## src/rtl/sysctl_pkg.sv

```systemverilog
package sysctl_pkg;

    localparam int unsigned DW = 32;

    localparam logic [DW-1:0] ID_WORD    = 32'h411A_3001;
    localparam logic [DW-1:0] STAT_WORD  = 32'h0010_0000;
    localparam logic [DW-1:0] OSC_RST    = 32'h0100_0048;
    localparam logic [DW-1:0] AUX_RST    = 32'h0007_FEFF;
    localparam logic [DW-1:0] INIT_RST   = 32'h0000_0112;
    localparam logic [DW-1:0] SDRAM_BASE = 32'h0001_1122;
    localparam logic [15:0]   UNLOCK_KEY = 16'hA05F;

    // word indices (byte offset >> 2)
    localparam int unsigned IX_ID     = 0;
    localparam int unsigned IX_PROC   = 1;
    localparam int unsigned IX_OSC    = 2;
    localparam int unsigned IX_CTRL   = 3;
    localparam int unsigned IX_STAT   = 4;
    localparam int unsigned IX_LOCK   = 5;
    localparam int unsigned IX_AUX    = 7;
    localparam int unsigned IX_SDRAM  = 8;
    localparam int unsigned IX_INIT   = 9;
    localparam int unsigned IX_FLG    = 12;
    localparam int unsigned IX_FLGC   = 13;
    localparam int unsigned IX_NVF    = 14;
    localparam int unsigned IX_NVFC   = 15;
    localparam int unsigned IX_PD_LO  = 64;
    localparam int unsigned PD_ENTRIES = 32;

    localparam int unsigned NUM_BANKS = 2;

    // SDRAM size code chosen by memory size in MB
    function automatic logic [7:0] size_code(int unsigned mb);
        if (mb >= 256)      return 8'h10;
        else if (mb >= 128) return 8'h0C;
        else if (mb >= 64)  return 8'h08;
        else if (mb >= 32)  return 8'h04;
        else                return 8'h00;
    endfunction

    // density byte of the presence-detect table
    function automatic logic [7:0] density_byte(int unsigned mb);
        if (mb >= 256)      return 8'd64;
        else if (mb >= 128) return 8'd32;
        else if (mb >= 64)  return 8'd16;
        else if (mb >= 32)  return 8'd4;
        else                return 8'd2;
    endfunction

    typedef struct packed {
        logic [DW-1:0] rdata;
        logic [DW-1:0] sdram;
        logic [DW-1:0] init;
        logic          led;
        logic          map_sel;
        logic          rst_req;
        logic          err;
    } top_state_t;

endpackage

```

## src/rtl/sysctl_key_gate.sv

```systemverilog
module sysctl_key_gate
    import sysctl_pkg::*;
#(
    parameter logic [DW-1:0] OSC_INIT = OSC_RST,
    parameter logic [DW-1:0] AUX_INIT = AUX_RST
) (
    input  logic          clk,
    input  logic          rst_n,
    input  logic          lock_we,
    input  logic          osc_we,
    input  logic          aux_we,
    input  logic [DW-1:0] wdata,
    output logic [DW-1:0] lock_rd,
    output logic [DW-1:0] osc_q,
    output logic [DW-1:0] aux_q,
    output logic          unlocked
);

    logic [15:0]   lock_q, lock_d;
    logic [DW-1:0] osc_d, aux_d;

    assign unlocked = (lock_q == UNLOCK_KEY);

    always_comb begin
        lock_d  = lock_we ? wdata[15:0] : lock_q;
        osc_d   = (osc_we && unlocked) ? wdata : osc_q;
        aux_d   = (aux_we && unlocked) ? wdata : aux_q;
        lock_rd = {{(DW-17){1'b0}}, unlocked, lock_q};
    end

    always_ff @(posedge clk) begin
        if (!rst_n) begin
            lock_q <= '0;
            osc_q  <= OSC_INIT;
            aux_q  <= AUX_INIT;
        end else begin
            lock_q <= lock_d;
            osc_q  <= osc_d;
            aux_q  <= aux_d;
        end
    end

    // a protected word moves only after an accepted write
    p_osc_gate_r4: assert property (@(posedge clk) disable iff (!rst_n)
        (osc_q != $past(osc_q)) |-> $past(osc_we && unlocked));
    p_aux_gate_r4: assert property (@(posedge clk) disable iff (!rst_n)
        (aux_q != $past(aux_q)) |-> $past(aux_we && unlocked));

endmodule

```

## src/rtl/sysctl_flag_bank.sv

```systemverilog
module sysctl_flag_bank
    import sysctl_pkg::*;
#(
    parameter int unsigned W = DW
) (
    input  logic         clk,
    input  logic         rst_n,
    input  logic         set_en,
    input  logic         clr_en,
    input  logic [W-1:0] wdata,
    output logic [W-1:0] val_q
);

    logic [W-1:0] val_d;

    always_comb begin
        val_d = val_q;
        if (set_en)      val_d = val_q | wdata;
        else if (clr_en) val_d = val_q & ~wdata;
    end

    always_ff @(posedge clk) begin
        if (!rst_n) val_q <= '0;
        else        val_q <= val_d;
    end

    // set writes leave named bits set, clear writes leave them cleared
    p_flag_set_r5: assert property (@(posedge clk) disable iff (!rst_n)
        set_en |=> ((val_q & $past(wdata)) == $past(wdata)));
    p_flag_clr_r5: assert property (@(posedge clk) disable iff (!rst_n)
        (clr_en && !set_en) |=> ((val_q & $past(wdata)) == '0));

endmodule

```

## src/rtl/sysctl_pd_rom.sv

```systemverilog
module sysctl_pd_rom
    import sysctl_pkg::*;
#(
    parameter int unsigned MEM_MB  = 128,
    parameter int unsigned ENTRIES = PD_ENTRIES,
    localparam int unsigned EW     = $clog2(ENTRIES)
) (
    input  logic [EW-1:0] entry,
    output logic [7:0]    byte_o
);

    localparam logic [7:0] DENS = density_byte(MEM_MB);

    always_comb begin
        case (32'(entry))
            0:           byte_o = 8'h80;
            1:           byte_o = 8'h08;
            2:           byte_o = 8'h04;
            3:           byte_o = 8'h0B;
            4:           byte_o = 8'h09;
            5:           byte_o = 8'h01;
            6:           byte_o = 8'h40;
            ENTRIES - 1: byte_o = DENS;
            default:     byte_o = 8'h00;
        endcase
    end

endmodule

```

## src/rtl/sysctl_regs.sv

```systemverilog
module sysctl_regs
    import sysctl_pkg::*;
#(
    parameter int unsigned ADDR_W = 9,
    parameter int unsigned MEM_MB = 128
) (
    input  logic              clk,
    input  logic              rst_n,
    input  logic              bus_sel,
    input  logic              bus_we,
    input  logic [ADDR_W-1:0] bus_addr,
    input  logic [31:0]       bus_wdata,
    output logic [31:0]       bus_rdata,
    output logic              remap_active,
    output logic              led_on,
    output logic              reset_req,
    output logic              bad_access
);

    localparam int unsigned IDX_W = ADDR_W - 2;
    localparam int unsigned PD_AW = $clog2(PD_ENTRIES);
    localparam logic [DW-1:0] SDRAM_RST = SDRAM_BASE | {24'h0, size_code(MEM_MB)};
    localparam top_state_t RESET_STATE = '{
        rdata: '0, sdram: SDRAM_RST, init: INIT_RST,
        led: 1'b0, map_sel: 1'b0, rst_req: 1'b0, err: 1'b0};

    top_state_t state_q, state_d;

    logic [IDX_W-1:0] idx;
    logic             rd_acc, wr_acc;
    logic             pd_window, pd_upper;
    logic [7:0]       pd_byte;
    logic             known;
    logic [DW-1:0]    rval;
    logic [DW-1:0]    lock_rd, osc_val, aux_val;
    logic             unlocked;
    logic             wr_lock, wr_osc, wr_aux;
    logic [NUM_BANKS-1:0] flg_set, flg_clr;
    logic [DW-1:0]    flag_val [NUM_BANKS];
    logic             unused_lsb;

    assign unused_lsb = ^bus_addr[1:0];
    assign idx        = bus_addr[ADDR_W-1:2];
    assign rd_acc     = bus_sel && !bus_we;
    assign wr_acc     = bus_sel && bus_we;
    assign pd_window  = (32'(idx) >= IX_PD_LO) && (32'(idx) < IX_PD_LO + 2 * PD_ENTRIES);
    assign pd_upper   = 32'(idx) >= IX_PD_LO + PD_ENTRIES;

    assign wr_lock    = wr_acc && (32'(idx) == IX_LOCK);
    assign wr_osc     = wr_acc && (32'(idx) == IX_OSC);
    assign wr_aux     = wr_acc && (32'(idx) == IX_AUX);

    sysctl_key_gate #(
        .OSC_INIT (OSC_RST),
        .AUX_INIT (AUX_RST)
    ) u_key_gate (
        .clk      (clk),
        .rst_n    (rst_n),
        .lock_we  (wr_lock),
        .osc_we   (wr_osc),
        .aux_we   (wr_aux),
        .wdata    (bus_wdata),
        .lock_rd  (lock_rd),
        .osc_q    (osc_val),
        .aux_q    (aux_val),
        .unlocked (unlocked)
    );

    // bank 0: flags at 12/13, bank 1: non-volatile flags at 14/15
    for (genvar g = 0; g < NUM_BANKS; g++) begin : g_bank
        localparam int unsigned SET_IX = IX_FLG + 2 * g;
        assign flg_set[g] = wr_acc && (32'(idx) == SET_IX);
        assign flg_clr[g] = wr_acc && (32'(idx) == SET_IX + 1);
        sysctl_flag_bank #(
            .W (DW)
        ) u_bank (
            .clk    (clk),
            .rst_n  (rst_n),
            .set_en (flg_set[g]),
            .clr_en (flg_clr[g]),
            .wdata  (bus_wdata),
            .val_q  (flag_val[g])
        );
    end

    sysctl_pd_rom #(
        .MEM_MB  (MEM_MB),
        .ENTRIES (PD_ENTRIES)
    ) u_pd_rom (
        .entry  (idx[PD_AW-1:0]),
        .byte_o (pd_byte)
    );

    // read decode
    always_comb begin
        known = 1'b1;
        rval  = '0;
        if (pd_window) begin
            rval = pd_upper ? '0 : {24'h0, pd_byte};
        end else begin
            case (32'(idx))
                IX_ID:    rval = ID_WORD;
                IX_PROC:  rval = '0;
                IX_OSC:   rval = osc_val;
                IX_CTRL:  rval = {29'h0, state_q.map_sel, 1'b0, state_q.led};
                IX_STAT:  rval = STAT_WORD;
                IX_LOCK:  rval = lock_rd;
                IX_AUX:   rval = aux_val;
                IX_SDRAM: rval = state_q.sdram;
                IX_INIT:  rval = state_q.init;
                IX_FLG:   rval = flag_val[0];
                IX_FLGC:  rval = '0;
                IX_NVF:   rval = flag_val[1];
                IX_NVFC:  rval = '0;
                default:  known = 1'b0;
            endcase
        end
    end

    // next-state
    always_comb begin
        state_d         = state_q;
        state_d.rst_req = 1'b0;
        state_d.err     = bus_sel && !known;
        if (rd_acc) state_d.rdata = rval;
        if (wr_acc) begin
            case (32'(idx))
                IX_SDRAM: state_d.sdram = bus_wdata;
                IX_INIT:  state_d.init  = bus_wdata;
                IX_CTRL: begin
                    state_d.led     = bus_wdata[0];
                    state_d.map_sel = bus_wdata[2];
                    state_d.rst_req = bus_wdata[3];
                end
                default: ;
            endcase
        end
    end

    always_ff @(posedge clk) begin
        if (!rst_n) state_q <= RESET_STATE;
        else        state_q <= state_d;
    end

    assign bus_rdata    = state_q.rdata;
    assign led_on       = state_q.led;
    assign remap_active = !state_q.map_sel;
    assign reset_req    = state_q.rst_req;
    assign bad_access   = state_q.err;

    // a reset request follows a control write carrying bit 3
    p_rst_src_r9: assert property (@(posedge clk) disable iff (!rst_n)
        reset_req |-> $past(wr_acc && (32'(idx) == IX_CTRL) && bus_wdata[3]));
    // an error pulse follows an access
    p_err_src_r11: assert property (@(posedge clk) disable iff (!rst_n)
        bad_access |-> $past(bus_sel));
    // output levels move only after a control write
    p_lvl_src_r10: assert property (@(posedge clk) disable iff (!rst_n)
        (!$stable(led_on) || !$stable(remap_active)) |->
            $past(wr_acc && (32'(idx) == IX_CTRL)));
    // read data holds without a read
    p_rdata_hold_r12: assert property (@(posedge clk) disable iff (!rst_n)
        !$past(rd_acc) |-> $stable(bus_rdata));

endmodule

```

## config.mk

```make
export PLATFORM = sky130hd
export DESIGN_NAME = sysctl_regs
export DESIGN_NICKNAME = d
export VERILOG_FILES = /design/src/rtl/sysctl_pkg.sv /design/src/rtl/sysctl_key_gate.sv /design/src/rtl/sysctl_flag_bank.sv /design/src/rtl/sysctl_pd_rom.sv /design/src/rtl/sysctl_regs.sv
export SDC_FILE = /design/constraint.sdc
export NUM_CORES = 1
export LEC_CHECK = 0
export ABC_AREA = 1
export BUFFER_PORTS_ARGS = -buffer_cell sky130_fd_sc_hd__buf_4
export CAP_MARGIN = 10
export CORE_ASPECT_RATIO = 0.9
export CORE_MARGIN = 4
export CORE_UTILIZATION = 45
export CTS_BUF_LIST = sky130_fd_sc_hd__clkbuf_4 sky130_fd_sc_hd__clkbuf_8
export DETAILED_ROUTE_END_ITERATION = 8
export PLACE_DENSITY = 0.67
export SYNTH_ARGS = -nofsm -noshare
export SYNTH_HDL_FRONTEND = slang
export SYNTH_SLANG_ARGS = --single-unit
```

## constraint.sdc

```tcl
create_clock -name clk -period 4.35 [get_ports clk]
set_clock_uncertainty 0.05 [all_clocks]
set_input_delay 0.6525 -clock clk [delete_from_list [all_inputs] [get_ports clk]]
set_output_delay 0.6525 -clock clk [all_outputs]
set_load 0.05 [all_outputs]
```

==> results of run 1 <==
[worst register-to-register path: cells and delay by family, from the launching register on]
family | cells | cell delay (ns)
simple gates | 6 | 2.06
flops | 1 | 0.31
[cell usage after synthesis, types with 24 or more instances]
library cell	n
a211oi_1	29
nor3_1	24
nor2_1	203
inv_1	194
nand2_1	235
o21ai_0	158
nand3_1	99
o311a_1	32
buf_2	31
dfxtp_1	244
a21oi_1	128
buf_4	34
clkbuf_1	57
[per-layer routing]
metal	up-vias	track usage, %	wire [um]
met5	-	0	0
met4	0	6.31	577
met3	48	6.52	3000
met2	375	37.4	14500
met1	4738	33.9	15500
li1	5115	-	-
[logic make-up (layout without fill, tap and decap cells)]
group / after synthesis / count (layout) / share of synthesized area [%]
buf+inv: 326 / 375 / 12.6
simple gates: 585 / 585 / 22.5
compound gates: 401 / 401 / 20.8
flops: 244 / 244 / 44.1
[path summary, 6_finish.rpt]
path / startpoint / endpoint / slack [ns]
min: bus_wdata[3] / flip-flop / 0.28
max: u_key_gate.lock_q[9] / u_key_gate.aux_q[9] / 1.79
max reg2reg: u_key_gate.lock_q[9] / u_key_gate.aux_q[9] / 1.79
min reg2reg: flip-flop / flip-flop / 0.40
[stage by stage]
stage          setup WS, ns  util, %  cells  hold WS, ns  cell area (um^2)
6_report               1.79     51.6   1913        0.280             12500
5_1_grt                1.65     51.6   1913        0.244             12500
4_1_cts                1.88     51.6   1913        0.244             12500
2_1_floorplan          2.42        -   1556        0.374             11100
3_5_place_dp           1.36     48.0   1839        0.393             11600
3_3_place_gp           1.39     48.0   1839        0.388             11600
[cell type report]
| class | count | area [um^2] |
|---|---|---|
| clock buffers | 71 | 865 |
| clock inverters | 3 | 17.5 |
| fillers | 2370 | 11700 |
| inverters | 200 | 751 |
| multi-input cells | 986 | 4810 |
| flip-flops and latches | 244 | 4880 |
| well taps | 308 | 385 |
| repair buffers | 101 | 796 |
[power breakdown]
part	switching [W]	leakage [nW]	internal (W)	total (W)
combinational	0.000169	2.72	0.0000545	0.000224
clock	0.000908	0.472	0.00124	0.00215
sequential	0.00000262	1.97	0.00224	0.00224
==> out/results.tsv, run 1 <==
metric	value	unit
status	completed	
cts_sinks	244	
core_area	0.0243	mm^2
max_stage_delay	0.70	ns
worstSetupEndpointType	flip-flop	
final-setup-viol-count	0	
die_h	157	um
fmax	391	MHz
final_cell_mix	dfxtp_1 (244), nand2_1 (234), nor2_1 (201)	
crit_fanout	46	
io_pins	81	
synth.area.top_cells	dfxtp_1 (44%), nand2_1 (8.0%), o21ai_0 (7.1%), nor2_1 (6.9%), inv_1 (6.6%)	
tightest_slew	0.955	ns
cts_made_buffers	41	
synth_edf_count	0	
reg2regPathDepth	6	
ir_worst_vdd	0.000137	V
n_antenna_cell	0	
yosys.area.top_type	dfxtp_1	
grt_start_max_net_pins	100	
synth.distinct_cells	33	
routed_wl	33600	um
antenna_found_initial	0	
holdPathStages	2	
crit_top_cell	nand2_1	
track_usage	24.2	%
critPathArrivalTime	2.88	ns
synthFlopType	dfxtp_1	
cp_slowest_cell	nor4_4	
via_per_inst	5.37	
nets	1619	
drv_cap	0	
ys_seq_area_share	44.1	%
cts_tree	done	
die_w	173	um
syn_nets	1601	
startpoint_type	flip-flop	
post-route-period-util	58.9	%
drive_gt1_share	12.5	%
syn_inst	1556	
grt_pass1_vias	9241	
grt_pass1_wl	52500	um
rows	54	
critPathTopFamily	simple AND/OR/NAND/NOR gates	
min_period	2.56	ns
ant_nets	0	
drc	0	
post_cts_buffers	0	
hold_path.class	in2reg	
crit_chain	nor2_1 -> nand2_1 -> nor4_4 -> nand2_4 -> nand2_1 -> nand3_1	
ys_async_sr_fraction	0	%
maxSlewHeadroom	36.2	%
gp_congestion	0.942	
crit_buf_inv	0	
root_buffer	clkbuf_8	
cp_data_required_time	4.67	ns
dieArea	0.0272	mm^2
ctsHoldBuffers	0	
ctsLongestPathBuffers	3	
final_hold_viol_count	0	
firstDrtPassIters	5	
p_leak	5.16	nW
power.total	0.00462	W
port_buffers	78	
syn2layout_area_growth	13.0	%
synth-seq-cells	244	
crit_cells	6	
maxSlewViolCount	0	
wl_per_cell	17.6	um
clock_latency	0.54	ns
yosysTopAreaCellShare	44.1	%
rsz0062_at_grt	no	
initial_core_util	45.6	%
power.density	369	mW/mm^2
yosysWarnings	0	
cts.clk_slew.worst_paths	0.06	ns
final_common_cell	dfxtp_1	
path_class	reg2reg	
dr.first_iter.drc_count	1065	
overflow	0	
vias	10300	
htreeDepth	2	
tns	0	ns
syn_avg_cell_area	7.12	um^2
netlist_area	0.0111	mm^2
hpwl	20700	um
cts_resized	0	
Note: power is estimated with default switching activity, not from simulation.
==> run 2, diff against run 1 <==
PLACE_DENSITY = 0.7   (was 0.67)
clock period = 2.06 ns   (was 4.35 ns; I/O delays follow)
==> out/results.tsv, run 2 (synthesis results as in run 1) <==
metric	value	unit	change
hpwl	21700	um	+4.6%
root_buffer	clkbuf_8		
cts_tree	done		
min_period	1.90	ns	-0.664 ns
r2r-start	u_key_gate.lock_q[9]		
max_stage_delay	0.44	ns	-0.26 ns
vias	10500		+2.6%
final_cell_mix	dfxtp_1 (244), nand2_1 (234), nor2_1 (201)		
cp_data_required_time	2.49	ns	-2.18 ns
holdPathStages	3		+1
die_h	157	um	unchanged
critPathArrivalTime	2.32	ns	-0.56 ns
rsz0062_at_grt	no		
hold_path.class	in2reg		
port_buffers	78		unchanged
drive_gt1_share	14.0	%	+1.4 points
num-fill-cells	2297		-3.1%
multi_input_area	0.00482	mm^2	+0.18%
p_leak	5.44	nW	+5.4%
final_common_cell	dfxtp_1		
crit_top_cell	nand2_1		
post_cts_buffers	0		unchanged
initial_core_util	45.6	%	unchanged
die_w	173	um	unchanged
dr.first_iter.drc_count	1279		+20%
syn2layout_area_growth	18.5	%	
crit_fanout	46		unchanged
htreeDepth	2		unchanged
cts_sinks	244		unchanged
via_per_inst	5.35		-0.46%
maxSlewViolCount	0		unchanged
track_usage	24.4	%	+0.14 points
cp_slowest_cell	nor4_4		
grt_pass1_wl	53500	um	+2.1%
worstSetupEndpointType	flip-flop		
cts.clk_slew.worst_paths	0.06	ns	about the same
clock_latency	0.55	ns	about the same
n_antenna_cell	0		unchanged
drc	0		unchanged
crit_chain	nor2_1 -> nand2_1 -> nor4_4 -> nand2_8 -> nand2_1 -> nand2_1 -> nor2_1		
ir_worst_vdd	0.000343	V	+150%
antenna_found_initial	0		unchanged
final-seq-area	0.00488	mm^2	unchanged
core_area	0.0243	mm^2	unchanged
ant_nets	0		unchanged
reg2regPathDepth	7		+1
timing.hold.ws	0.0230	ns	-0.257 ns
preCtsSetupSlack	-0.0382	ns	-1.40 ns
hold_end	u_key_gate.aux_q[11]		
io_pins	81		unchanged
grt_pass1_vias	9720		+5.2%
tightest_slew	0.674	ns	-0.281 ns
rrSetupSlack	0.16	ns	-1.63 ns
power.density	748	mW/mm^2	+100%
drv_cap	0		unchanged
final_hold_viol_count	0		unchanged
fin_ws	0.164	ns	-1.63 ns
maxSlewHeadroom	55.0	%	+19 points
rows	54		unchanged
gp_congestion	0.879		-6.7%
nets	1678		+3.6%
firstDrtPassIters	5		unchanged
rr_endpoint	u_key_gate.aux_q[27]		
status	completed		
routed_wl	33800	um	+0.51%
wl_per_cell	17.1	um	-2.4%
path_class	reg2reg		
final-setup-viol-count	0		unchanged
dieArea	0.0272	mm^2	unchanged
post-route-period-util	92.0	%	+33 points
overflow	0		unchanged
startpoint_type	flip-flop		
fmax	527	MHz	+35%
grt_start_max_net_pins	137		+37%
ctsLongestPathBuffers	3		unchanged
worst_hold_startpoint	bus_wdata[11]		
cts_made_buffers	42		+2.4%
## run 2: changes by cell type in the layout (fill, tap and decap cells not counted), sizes merged
cell	delta
buf	+31
dlygate4sd3	+27
clkbuf	-3
clkinv	+2
clkinvlp	+1
## run 2: worst max-delay path by stage
| stage | cells after the start | from | slack, ns | end |
|---|---|---|---|---|
| 2_1_floorplan | 7 | u_key_gate.lock_q[5] | 0.43 | u_key_gate.aux_q[10] |
| 3_3_place_gp | 10 | bus_addr[6] | -0.01 | flip-flop |
| 3_5_place_dp | 10 | bus_addr[6] | -0.04 | flip-flop |
| 4_1_cts | 7 | u_key_gate.lock_q[9] | 0.15 | u_key_gate.aux_q[27] |
| 5_1_grt | 7 | u_key_gate.lock_q[5] | 0.06 | u_key_gate.aux_q[27] |
| 6_report | 7 | u_key_gate.lock_q[9] | 0.16 | u_key_gate.aux_q[27] |
## run 2: final cells by class
class                           count  share of cell area (%)
Clock inverter                      6                   0.267
Clock buffer                       68                    6.42
Inverter                          200                    5.72
Timing Repair Buffer              159                    10.7
Multi-Input combinational cell    986                    36.8
Sequential cell                   244                    37.2
Tap cell                          308                    2.94
## run 2: routing by layer
layer  track usage, %  up-vias  routed length, um
met5                0        -                  0
met4             7.10        0                725
met3             5.34       56               3240
met2             37.6      431              14500
met1             34.5     4823              15300
li1                 -     5229                  -
## run 2: worst max-delay path: cells and delay by family, from the launching register on
family / cells / cell delay, ns
DFF: 1 / 0.31
and+or+nand+nor: 7 / 1.45
## run 2: metrics by stage
step / power (W) / cell area, um^2 / setup TNS, ns / instances / utilization (%)
6_report: 0.00981 / 13100 / 0 / 1971 / 54.1
4_1_cts: 0.00986 / 13100 / 0 / 1971 / 54.1
3_3_place_gp: 0.00533 / 12000 / -0.0357 / 1870 / 49.3
2_1_floorplan: 0.00509 / 11100 / 0 / 1556 / -
5_1_grt: 0.0101 / 13100 / 0 / 1971 / 54.1
3_5_place_dp: 0.00533 / 12000 / -0.435 / 1870 / 49.3
## run 2: where the power goes
group	total (W)	leakage [nW]	internal, W	switching (W)
clock	0.00453	0.466	0.00258	0.00195
sequential	0.00474	1.97	0.00473	0.00000613
combinational	0.000538	3.01	0.000167	0.000371
total	0.00981	5.44	0.00748	0.00233
## run 2: timing repair
action,CTS,global route
hold buffers,27,0
endpoints found under the setup margin,0,1
endpoints found under the hold margin,37,0
resized for setup,0,1
==> run 3, diff against run 2 <==
PLACE_DENSITY = 0.62   (was 0.7)
SETUP_SLACK_MARGIN = 0.2   (was not set)
==> out/results.tsv, run 3 (synthesis results as in run 1) <==
metric	value	unit	change
gp_congestion	0.926		+5.3%
power.density	735	mW/mm^2	-1.8%
tightest_slew	0.704	ns	+0.0307 ns
firstDrtPassIters	5		unchanged
tns	0	ns	unchanged
antenna_found_initial	1		+1
vias	10500		-0.29%
clock_latency	0.55	ns	about the same
cts_made_buffers	42		unchanged
worstSetupEndpointType	flip-flop		
critPathArrivalTime	2.12	ns	-0.20 ns
num-fill-cells	2363		+2.9%
nets	1689		+0.66%
crit_cells	8		+1
final_common_cell	dfxtp_1		
placed_area	0.0121	mm^2	+1.1%
routed_wl	34700	um	+2.6%
p_clk_share	45.5	%	-0.7 points
sw_frac_of_total	24.2	%	+0.47 points
wl_per_cell	17.5	um	+2.3%
post_cts_buffers	0		unchanged
rows	54		unchanged
die_h	157	um	unchanged
final_cell_mix	dfxtp_1 (244), nand2_1 (234), nor2_1 (200)		
grt_pass1_wl	54500	um	+1.9%
grt_use_met3	5.14	%	-0.19 points
port_buffers	78		unchanged
crit_fanout	46		unchanged
ir_worst_vdd	0.000353	V	+2.8%
drive_gt1_share	14.2	%	+0.25 points
max_stage_delay	0.37	ns	-0.07 ns
p_comb_share	5.7	%	+0.2 points
rsz0062_at_grt	no		
hpwl	22600	um	+4.4%
cp_slowest_cell	nor4_4		
critPathTopFamily	simple AND/OR/NAND/NOR gates		
ctsLongestPathBuffers	3		unchanged
r2r-start	u_key_gate.lock_q[9]		
drv_cap	0		unchanged
crit_buf_inv	1		+1
path_class	reg2reg		
startpoint	u_key_gate.lock_q[9]		
maxSlewViolCount	0		unchanged
grt_start_max_net_pins	82		-40%
post-route-period-util	82.4	%	-9.6 points
reg2regPathDepth	8		+1
syn2layout_area_growth	19.4	%	
core_area	0.0243	mm^2	unchanged
final-seq-area	0.00488	mm^2	unchanged
rr_endpoint	u_key_gate.aux_q[24]		
rrSetupSlack	0.36	ns	+0.20 ns
final_area	0.0132	mm^2	+0.78%
status	completed		
root_buffer	clkbuf_8		
n_antenna_cell	0		unchanged
cts_sinks	244		unchanged
cts_tree	done		
ant_nets	0		unchanged
crit_top_cell	nand2_1		
dieArea	0.0272	mm^2	unchanged
top_usage_layer	met2		
maxSlewHeadroom	53.0	%	-2.0 points
use_met1	35.9	%	+1.4 points
cts.clk_slew.worst_paths	0.06	ns	about the same
min_period	1.70	ns	-0.198 ns
htreeDepth	2		unchanged
final-setup-viol-count	0		unchanged
crit_chain	nor2_2 -> nand2_1 -> nor4_4 -> nand2_4 -> buf_12 -> nand2_1 -> nand2_1 -> nor2_1		
grt_pass1_vias	9651		-0.71%
p_sw	0.00235	W	+0.99%
hold_path.class	in2reg		
final_hold_viol_count	0		unchanged
grtUsageMet2	38.1	%	+0.56 points
drc	0		unchanged
io_pins	81		unchanged
initial_core_util	45.6	%	unchanged
critPathCapture	u_key_gate.aux_q[24]		
multi_input_area	0.00482	mm^2	-0.13%
overflow	0		unchanged
cp_data_required_time	2.49	ns	about the same
track_usage	25.0	%	+0.58 points
startpoint_type	flip-flop		
p_leak	5.51	nW	+1.4%
dr.first_iter.drc_count	953		-25%
final_util	54.5	%	+0.42 points
pwr-share-seq	48.8	%	+0.5 points
via_per_inst	5.32		-0.60%
fmax	589	MHz	+12%
die_w	173	um	unchanged
p_int	0.00736	W	-1.6%
## run 3: changes by cell type in the layout (fill, tap and decap cells not counted), sizes merged
cell         delta
clkinv          -1
clkbuf          -5
clkinvlp        -1
dlygate4sd3     +2
buf             +9
inv             +2
## run 3: worst min-delay path by stage
stage	from	to	slack, ns	depth (start not counted)
2_1_floorplan	bus_wdata[31]	flip-flop	0.36	1
3_3_place_gp	flip-flop	flip-flop	0.38	2
3_5_place_dp	flip-flop	flip-flop	0.39	2
4_1_cts	bus_wdata[15]	u_key_gate.lock_q[15]	0.009	3
5_1_grt	bus_wdata[15]	u_key_gate.aux_q[15]	0.03	3
6_report	bus_wdata[15]	u_key_gate.aux_q[15]	0.04	3
## run 3: layout make-up
type                    instances  share of cell area, %
multi-input cells             986                   36.4
well taps                     308                   2.91
flip-flops and latches        244                   36.9
inverters                     200                   5.68
clock inverters                 6                  0.303
repair buffers                170                   11.7
clock buffers                  63                   5.99
## run 3: metrics by stage
step                total power, W  hold slack, ns  cells  setup WS (ns)
floorplan                  0.00509           0.357   1556          0.428
global placement           0.00535           0.382   1879        -0.0132
detailed placement         0.00535           0.389   1879        -0.0160
CTS                        0.00978         0.00873   1977          0.314
global route                0.0101          0.0284   1977          0.216
finish                     0.00971          0.0351   1977          0.362
## run 3: repair_timing
action                     4_1_cts  5_1_grt
hold buffers                    29        0
gates resized for setup          0        2
setup endpoints to repair        0       38
hold endpoints to repair        49        0
## run 3: metal layers
layer,part of all wire [%],vias to the layer above
li1,-,5251
met1,48,4861
met2,43,345
met3,7.4,49
met4,1.7,2
met5,0.046,-
## run 3: power by group through the flow
stage,logic [W],registers (W),clock network (W)
6_report,0.000557,0.00474,0.00442
3_3_place_gp,0.000507,0.00484,0
4_1_cts,0.000551,0.00474,0.00449
3_5_place_dp,0.000504,0.00484,0
2_1_floorplan,0.000250,0.00484,0
5_1_grt,0.000595,0.00474,0.00472
## run 3: worst min-delay path: stages
cell	delay [ns]
buf_4	0.13
nand3_1	0.08
nand3_1	0.07
